## config.mk

```make
export PLATFORM = sky130hd
export DESIGN_NAME = line_irq_counter
export DESIGN_NICKNAME = d
export VERILOG_FILES = /design/src/rtl/lirq_pkg.sv /design/src/rtl/lirq_hedge.sv /design/src/rtl/lirq_decide.sv /design/src/rtl/lirq_count.sv /design/src/rtl/line_irq_counter.sv
export SDC_FILE = /design/constraint.sdc
export NUM_CORES = 1
export LEC_CHECK = 0
export BUFFER_PORTS_ARGS = -buffer_cell sky130_fd_sc_hd__buf_2
export CAP_MARGIN = 20
export CORE_AREA = 3 3 64 66
export DETAILED_ROUTE_END_ITERATION = 8
export DIE_AREA = 0 0 67 69
export PLACE_DENSITY = 0.49
export RECOVER_POWER = 25
export SETUP_SLACK_MARGIN = 0.4
export SLEW_MARGIN = 0
export SYNTH_ARGS = -nofsm -noshare
export SYNTH_HDL_FRONTEND = slang
export SYNTH_HIERARCHICAL = 1
export SYNTH_SLANG_ARGS = --single-unit
```

## constraint.sdc

```tcl
create_clock -name clk -period 7.3 [get_ports clk]
set_input_delay 0.365 -clock clk [delete_from_list [all_inputs] [get_ports clk]]
set_output_delay 0.365 -clock clk [all_outputs]
set_load 0.02 [all_outputs]
```

## src/rtl/lirq_pkg.sv

```systemverilog
package lirq_pkg;
    localparam int HW_DEF = 9;
    localparam int VW_DEF = 9;
    localparam int RW_DEF = 8;

    // What the counter does in the next clock.
    typedef enum logic [1:0] {
        ACT_IDLE = 2'd0,
        ACT_STEP = 2'd1,
        ACT_LOAD = 2'd2,
        ACT_ALT  = 2'd3
    } lirq_act_e;
endpackage

```

## src/rtl/lirq_hedge.sv

```systemverilog
module lirq_hedge #(
    parameter int HW       = 9,
    parameter int H_WIDE   = 'hA6,
    parameter int H_NARROW = 'h86,
    parameter int ALT_H    = 'hF6
) (
    input  logic          clk,
    input  logic          rst_n,
    input  logic [HW-1:0] h_count,
    input  logic          wide_mode,
    output logic          line_hit,
    output logic          alt_hit
);
    localparam logic [HW-1:0] TGT_WIDE   = HW'(H_WIDE);
    localparam logic [HW-1:0] TGT_NARROW = HW'(H_NARROW);
    localparam logic [HW-1:0] TGT_ALT    = HW'(ALT_H);

    typedef struct packed {
        logic [HW-1:0] h_prev;
    } hedge_t;

    hedge_t st_d, st_q;
    logic [HW-1:0] line_tgt;

    always_comb begin
        st_d        = st_q;
        st_d.h_prev = h_count;
        line_tgt    = wide_mode ? TGT_WIDE : TGT_NARROW;
        line_hit    = (h_count == line_tgt) && (st_q.h_prev != line_tgt);
        alt_hit     = (h_count == TGT_ALT) && (st_q.h_prev != TGT_ALT);
    end

    always_ff @(posedge clk) begin
        if (!rst_n) st_q <= '0;
        else        st_q <= st_d;
    end
endmodule

```

## src/rtl/lirq_decide.sv

```systemverilog
module lirq_decide
    import lirq_pkg::*;
#(
    parameter int VW         = 9,
    parameter int LAST_SHORT = 'hE0,
    parameter int LAST_TALL  = 'hF0,
    parameter int ALT_LINE   = 'hC0
) (
    input  logic          line_hit,
    input  logic          alt_hit,
    input  logic [VW-1:0] v_count,
    input  logic          tall_mode,
    input  logic          vblank,
    input  logic          alt_mode,
    output lirq_act_e     act
);
    localparam logic [VW-1:0] END_SHORT = VW'(LAST_SHORT);
    localparam logic [VW-1:0] END_TALL  = VW'(LAST_TALL);
    localparam logic [VW-1:0] FIX_LINE  = VW'(ALT_LINE);

    logic [VW-1:0] last_line;

    always_comb begin
        last_line = tall_mode ? END_TALL : END_SHORT;
        act       = ACT_IDLE;
        if (alt_mode) begin
            if (alt_hit && (v_count == FIX_LINE)) act = ACT_ALT;
        end else if (line_hit) begin
            if (v_count <= last_line) act = ACT_STEP;
            else if (vblank)          act = ACT_LOAD;
        end
    end
endmodule

```

## src/rtl/lirq_count.sv

```systemverilog
module lirq_count
    import lirq_pkg::*;
#(
    parameter int RW = 8
) (
    input  logic          clk,
    input  logic          rst_n,
    input  lirq_act_e     act,
    input  logic [RW-1:0] reload_val,
    output logic [RW-1:0] cnt,
    output logic          pulse
);
    typedef struct packed {
        logic [RW-1:0] cnt;
        logic          pulse;
    } cnt_st_t;

    cnt_st_t st_d, st_q;

    always_comb begin
        st_d       = st_q;
        st_d.pulse = 1'b0;
        unique case (act)
            ACT_STEP: begin
                if (st_q.cnt == '0) begin
                    st_d.pulse = 1'b1;
                    st_d.cnt   = reload_val;
                end else begin
                    st_d.cnt = st_q.cnt - 1'b1;
                end
            end
            ACT_LOAD: st_d.cnt   = reload_val;
            ACT_ALT:  st_d.pulse = 1'b1;
            default:  ;
        endcase
    end

    always_ff @(posedge clk) begin
        if (!rst_n) st_q <= '0;
        else        st_q <= st_d;
    end

    assign cnt   = st_q.cnt;
    assign pulse = st_q.pulse;
endmodule

```

## src/rtl/line_irq_counter.sv

```systemverilog
module line_irq_counter
    import lirq_pkg::*;
#(
    parameter int HW         = HW_DEF,
    parameter int VW         = VW_DEF,
    parameter int RW         = RW_DEF,
    parameter int H_WIDE     = 'hA6,
    parameter int H_NARROW   = 'h86,
    parameter int LAST_SHORT = 'hE0,
    parameter int LAST_TALL  = 'hF0,
    parameter int ALT_LINE   = 'hC0,
    parameter int ALT_H      = 'hF6
) (
    input  logic          clk,
    input  logic          rst_n,
    input  logic [HW-1:0] h_count,
    input  logic [VW-1:0] v_count,
    input  logic          tall_mode,
    input  logic          wide_mode,
    input  logic [RW-1:0] reload_val,
    input  logic          vblank,
    input  logic          alt_mode,
    output logic          line_irq_set
);
    logic          line_hit_w;
    logic          alt_hit_w;
    lirq_act_e     act_w;
    logic [RW-1:0] cnt_w;

    lirq_hedge #(
        .HW(HW), .H_WIDE(H_WIDE), .H_NARROW(H_NARROW), .ALT_H(ALT_H)
    ) u_hedge (
        .clk(clk), .rst_n(rst_n), .h_count(h_count), .wide_mode(wide_mode),
        .line_hit(line_hit_w), .alt_hit(alt_hit_w)
    );

    lirq_decide #(
        .VW(VW), .LAST_SHORT(LAST_SHORT), .LAST_TALL(LAST_TALL), .ALT_LINE(ALT_LINE)
    ) u_decide (
        .line_hit(line_hit_w), .alt_hit(alt_hit_w), .v_count(v_count),
        .tall_mode(tall_mode), .vblank(vblank), .alt_mode(alt_mode), .act(act_w)
    );

    lirq_count #(
        .RW(RW)
    ) u_count (
        .clk(clk), .rst_n(rst_n), .act(act_w), .reload_val(reload_val),
        .cnt(cnt_w), .pulse(line_irq_set)
    );
endmodule

```

Yosys cells after proc, flatten, opt, wreduce, memory -nomap -nowiden
Index checks and enable logic that the tools add are counted.
{"block": "totals", "out_inout_bits": 1, "register_bits": 18, "elab_cells": 29}
{"block": "classes", "reduce_logical": 5, "order_cmp": 1, "n_mux": 11, "eq_ne": 8, "add_sub_neg": 1}
{"op": "9-bit by 8-bit equality test with 1-bit output, second input constant", "n": 2}
{"op": "8-bit case mux with 2 select lines", "n": 1}
{"op": "2-bit two-way mux", "n": 5}
{"op": "9-bit equality test", "n": 1}
{"op": "9-bit <= comparator", "n": 1}
{"op": "9-bit by 8-bit != test with 1-bit output, second input constant", "n": 1}
{"op": "9-bit != test", "n": 1}
{"op": "8-bit logical NOT", "n": 1}
{"op": "8-bit two-way mux", "n": 1}
{"op": "8-bit by 1-bit subtractor with 8-bit output, second input constant", "n": 1}
{"op": "6-bit two-way mux", "n": 1}
{"op": "5-bit two-way mux", "n": 1}
{"op": "2-bit equality test, second input constant", "n": 2}
{"op": "1-bit logical AND", "n": 3}
{"op": "2-bit by 1-bit equality test with 1-bit output, second input constant", "n": 1}
{"op": "1-bit case mux with 2 select lines", "n": 1}
{"op": "2-bit nonzero test", "n": 1}
{"op": "1-bit two-way mux", "n": 1}

Depth between registers and ports, before layout
{"block": "depth", "depth_word": 7, "mapped_depth": 12, "ltp_nobuf": 12}

Hierarchy
Netlist, hierarchy kept.
{"mod": "lirq_count", "n_inst": 1, "seq_area_each_um2": 180.2, "area_per_inst_um2": 645.6, "cells_each": 81}
{"mod": "lirq_hedge", "n_inst": 1, "seq_area_each_um2": 180.2, "area_per_inst_um2": 325.3, "cells_each": 30}
{"mod": "lirq_decide", "n_inst": 1, "seq_area_each_um2": 0.0, "area_per_inst_um2": 105.1, "cells_each": 15}

Worst setup path before layout
OpenSTA, ideal clock, no wires.
{"block": "synth_timing", "kind": "input to register", "startpoint": "input h_count[0]", "endpoint": "register u_count.st_q (netlist bit u_count/cnt[0])", "path_buffers": 1, "stages": 12, "t_arrival_ps": 2588, "setup_time_ps": 116, "t_required_ps": 7184, "slack_ps": 4595, "path_cell_list": "nand4b_1 -> or3_1 -> a211oi_1 -> and4bb_1 -> a32oi_1 -> o2bb2ai_1 -> inv_1 -> ha_1 -> a21oi_2 -> buf_6 -> mux2_4 -> o211a_1"}
{"block": "synth_between", "elab_chain_cells": 7, "word_cells_on_any_way": 12, "classes_between": "4 x eq/ne; 4 x mux; 4 x reduce/logical"}
{"item": "from (decl)", "line_no": "line_irq_counter.sv:16", "text": "input logic [HW-1:0] h_count,"}
{"item": "9-bit by 8-bit equality test with 1-bit output *", "line_no": "lirq_hedge.sv:30", "text": "alt_hit = (h_count == TGT_ALT) && (st_q.h_prev != TGT_ALT);"}
{"item": "1-bit logical AND *", "line_no": "lirq_hedge.sv:30"}
{"item": "named net alt_hit_w", "line_no": "line_irq_counter.sv:26", "text": "logic alt_hit_w;"}
{"item": "1-bit logical AND *", "line_no": "lirq_decide.sv:27", "text": "if (alt_hit && (v_count == FIX_LINE)) act = ACT_ALT;"}
{"item": "2-bit two-way mux *", "line_no": "lirq_decide.sv:27"}
{"item": "2-bit two-way mux *", "line_no": "lirq_decide.sv:26", "text": "if (alt_mode) begin"}
{"item": "named net act_w[0]", "line_no": "line_irq_counter.sv:27", "text": "lirq_act_e act_w;"}
{"item": "2-bit equality test or 2-bit by 1-bit equality test with 1-bit output (tied branches)", "line_no": "lirq_count.sv:23", "text": "unique case (act)"}
{"item": "8-bit case mux with 2 select lines or 2-bit nonzero test (tied branches)"}
{"item": "to (signal assigned)", "line_no": "lirq_count.sv:40", "text": "else st_q <= st_d;"}
{"item": "to (decl)", "line_no": "lirq_count.sv:18", "text": "cnt_st_t st_d, st_q;"}
Mark *: on every way through the listed nets, which the timed path passes. The rest lies on a longest branch.
A chain may end at the register's enable or synchronous reset.

Final worst setup path
{"block": "layout_timing", "startpoint": "input h_count[0]", "endpoint": "register u_count.st_q (netlist bit u_count/cnt[0])"}
{"block": "layout_between", "word_cells_on_any_way": 12, "classes_between": "4 x eq/ne; 4 x mux; 4 x reduce/logical"}
{"item": "9-bit equality test *", "line_no": "lirq_hedge.sv:29", "text": "line_hit = (h_count == line_tgt) && (st_q.h_prev != line_tgt);"}
{"item": "1-bit logical AND *", "line_no": "lirq_hedge.sv:29"}
{"item": "named net line_hit_w", "line_no": "line_irq_counter.sv:25", "text": "logic line_hit_w;"}
{"item": "2-bit two-way mux *", "line_no": "lirq_decide.sv:28", "text": "end else if (line_hit) begin"}
{"item": "2-bit two-way mux *", "line_no": "lirq_decide.sv:26"}
{"item": "named net act_w[0]", "line_no": "line_irq_counter.sv:27"}
{"item": "2-bit equality test or 2-bit by 1-bit equality test with 1-bit output (tied branches)", "line_no": "lirq_count.sv:23"}
{"item": "8-bit case mux with 2 select lines or 2-bit nonzero test (tied branches)"}
Marked as above.

==> flow_metrics.env <==
export IMPL_port_buffers=32
export IMPL_synth_seq_cells=18
export IMPL_synth_top_area_share=0.335
export IMPL_worst_slew_pin_slew_ps=874
export IMPL_wl_met1_um=1200
export IMPL_slew_limit_headroom=0.417
export IMPL_gp_congestion=0.770
export IMPL_wl_met3_um=202
export IMPL_rsz0062_at_grt="no"
export IMPL_critPathLaunchType="input port"
export IMPL_antenna_cells=0
export IMPL_clock_path_buffers=2
export IMPL_grt_pass1_vias=974
export IMPL_syn_area_um2=1080
export IMPL_vias=1022
export IMPL_viasPerCell=4.94
export IMPL_leakage_uw=0.000577
export IMPL_met2_length_um=1100
export IMPL_status="complete, no violations"
export IMPL_hold_ws_ps=323
export IMPL_wl_um=2530
export IMPL_yosysSeqAreaShare=0.335
export IMPL_synth_top_cells_by_area="dfxtp_1, ha_1, and2_1"
export IMPL_clock_latency_ps=250
export IMPL_maxCapViolations=0
export IMPL_max_freq_ghz=0.342
export IMPL_peakVddDrop_uv=99.0
export IMPL_syn2layout_area_growth_pct=23.7
export IMPL_cts_hold_buf=0
export IMPL_slowest_delay_ps=430
export IMPL_clkTransAtPathRegs_ps=70
export IMPL_highest_layer="met4"
export IMPL_track_usage=0.114
export IMPL_synthesis_nets=163
export IMPL_finalCritPeriodShare=0.400
export IMPL_yosys_area_top_type="dfxtp_1"
export IMPL_crit_path_end_kind="register"
export IMPL_overflow=0
export IMPL_row_count=22
export IMPL_seqPwrFrac=0.501
export IMPL_numCtsBuffers=3
export IMPL_dp_hpwl_um=1920
export IMPL_grt_pass1_wl_um=4160
export IMPL_setup_violations_final=0
export IMPL_pin_count=33
export IMPL_die_area_um2=4620
export IMPL_drc=0
export IMPL_clock_root_buffer="clkbuf_8"
export IMPL_power_switching_uw=44.0
export IMPL_cts_resized_gates=0
export IMPL_powerDensity_nw_per_um2=153
export IMPL_cts_sinks=18
export IMPL_slowest_stage="a21oi_2"
export IMPL_synth_warnings=6
export IMPL_path_class="input port to register"
export IMPL_final_max_slew_viol_count=0
export IMPL_drtAntennaViolNets=0
export IMPL_post_route_min_period_ps=2920
export IMPL_initialDrtViolationCount=45
export IMPL_die_h_um=69
export IMPL_hp_class="input port to register"
export IMPL_postCtsSetupRepairBufs=0
export IMPL_worstPathMaxFanout=11
export IMPL_grt_max_degree=25
export IMPL_fin_skew_ps=1.93
export IMPL_synth_avg_cell_area_um2=8.54
export IMPL_layout_nets=197
export IMPL_die_x_um=67
export IMPL_p_sw_frac=0.217
export IMPL_p_int_uw=159
export IMPL_clkPwrFrac=0.405
export IMPL_drive_above_1_share=0.258
export IMPL_crit_path_cell_trace="buf_2 -> nand4b_1 -> or3_1 -> a211oi_2 -> nor2b_1 -> a32oi_1 -> o2bb2ai_1 -> inv_1 -> ha_1 -> a21oi_2 -> mux2_4 -> o211a_1"
export IMPL_antenna_found_initial=0
export IMPL_post_drt_wl_per_cell_um=12.2
export IMPL_drt_pass1_iterations=4
export IMPL_cts_tree="done"
export IMPL_start_util=0.296
export IMPL_comb_power_share=0.094
export IMPL_core_um2=3630
export IMPL_syn_inst=126
export IMPL_tns_ps=0
export IMPL_cp_arrival_ps=3070
export IMPL_finalHoldViolations=0
export IMPL_cp_data_required_time_ps=7450
export IMPL_yosysUniqueCellTypes=42
export IMPL_htreeDepth=1
[synthesized netlist by cell type]
| cell type | n |
|---|---|
| and4b_2 | 1 |
| mux2_4 | 1 |
| a32o_1 | 1 |
| o211ai_1 | 2 |
| nand2_1 | 7 |
| nand4b_1 | 2 |
| or4b_1 | 1 |
| nand3b_1 | 1 |
| o211a_1 | 1 |
| nand4bb_1 | 1 |
| inv_1 | 9 |
| o2bb2ai_1 | 1 |
| a21oi_2 | 1 |
| and4bb_1 | 1 |
| a32oi_1 | 1 |
| a21oi_1 | 4 |
| nand4_1 | 3 |
| a211oi_2 | 1 |
| nor4b_4 | 1 |
| o21ai_0 | 6 |
| nor3_1 | 4 |
| nor2_1 | 8 |
| nand2b_1 | 2 |
| o311ai_0 | 1 |
| nor2b_1 | 3 |
| o31ai_1 | 1 |
| o22ai_1 | 2 |
| xor2_1 | 2 |
| o221a_2 | 1 |
| ha_1 | 5 |
| a211oi_1 | 1 |
| buf_6 | 1 |
| nor4_1 | 1 |
| nor3b_1 | 1 |
| dfxtp_1 | 18 |
| and2_1 | 9 |
| a31oi_1 | 4 |
| or3_1 | 3 |
| clkbuf_1 | 2 |
| nand3_1 | 8 |
| mux2i_1 | 1 |
| and3_1 | 2 |
[sequential cells by signal, summed over array words and instances (netlist names)]
name,flops
u_hedge/st_q,9
u_count/cnt,8
u_count/pulse,1
[area by class of cell]
class                   count  area (um^2)
multi-input cells          96          663
fillers                   410         2300
repair buffers             32          159
inverters                   9         33.8
flip-flops and latches     18          360
well taps                  48         60.1
clock buffers               4         55.1
[placed cells by master (no fill, tap or decap), types with 4 or more instances in the layout]
cell | synthesis | routed
buf_2 | 0 | 31
dfxtp_1 | 18 | 18
inv_1 | 9 | 9
and2_1 | 9 | 9
nand3_1 | 8 | 8
nor2_1 | 8 | 8
nand2_1 | 7 | 7
o21ai_0 | 6 | 6
ha_1 | 5 | 5
clkbuf_8 | 0 | 4
nor3_1 | 4 | 4
a31oi_1 | 4 | 4
a21oi_1 | 4 | 4
[cell families (layout without fill, tap and decap cells)]
kind of cell	after synthesis	count (layout)	share of synthesized area
flip-flops	18	18	0.335
adder cells (fa/ha/maj)	5	5	0.0581
multiplexers	2	2	0.0233
AND/OR/NAND/NOR	59	59	0.336
AO/OA/AOI/OAI	28	28	0.183
XOR/XNOR	2	2	0.0163
buffers and inverters	12	45	0.0488
[critical path, delay by kind of cell]
kind	cells	cell delay [ps]
AO/OA/AOI/OAI	5	1160
adder cells (fa/ha/maj)	1	280
buffers and inverters	2	170
multiplexers	1	340
AND/OR/NAND/NOR	3	760
[path summary, 6_finish.rpt]
| check | to | depth (start not counted) | slack, ps | startpoint |
|---|---|---|---|---|
| worst max-delay path | u_count/cnt[0] | 12 | 4380 | h_count[0] |
| worst min-delay path | u_hedge/st_q[8] | 2 | 320 | h_count[8] |
| worst max register to register | u_count/cnt[0] | 11 | 4520 | u_hedge/st_q[5] |
| worst min register to register | u_count/cnt[6] | 2 | 530 | u_count/cnt[6] |
[power groups by stage]
stage	logic, uW	clock network [uW]	registers, uW
6_report	19.1	82.3	102
5_1_grt	21.5	89.5	102
4_1_cts	19.4	86.0	102
3_5_place_dp	19.1	0	104
3_3_place_gp	18.8	0	104
2_1_floorplan	7.56	0	104
[stage by stage]
step            util  setup slack [ps]  instance area [um^2]  power [uW]  std cells
5_1_grt        0.366              4090                  1330         213        207
3_5_place_dp   0.352              4080                  1280         123        203
2_1_floorplan      -              4600                  1080         111        126
4_1_cts        0.367              4350                  1330         207        207
6_report       0.366              4380                  1330         203        207
3_3_place_gp   0.352              4140                  1280         123        203
[routing by layer]
layer	vias up	global-route usage
met4	0	0.0338
met1	462	0.148
met3	4	0.0391
met5	-	0
met2	28	0.177
li1	528	-
No activity file was read; power rests on OpenSTA's default activity.
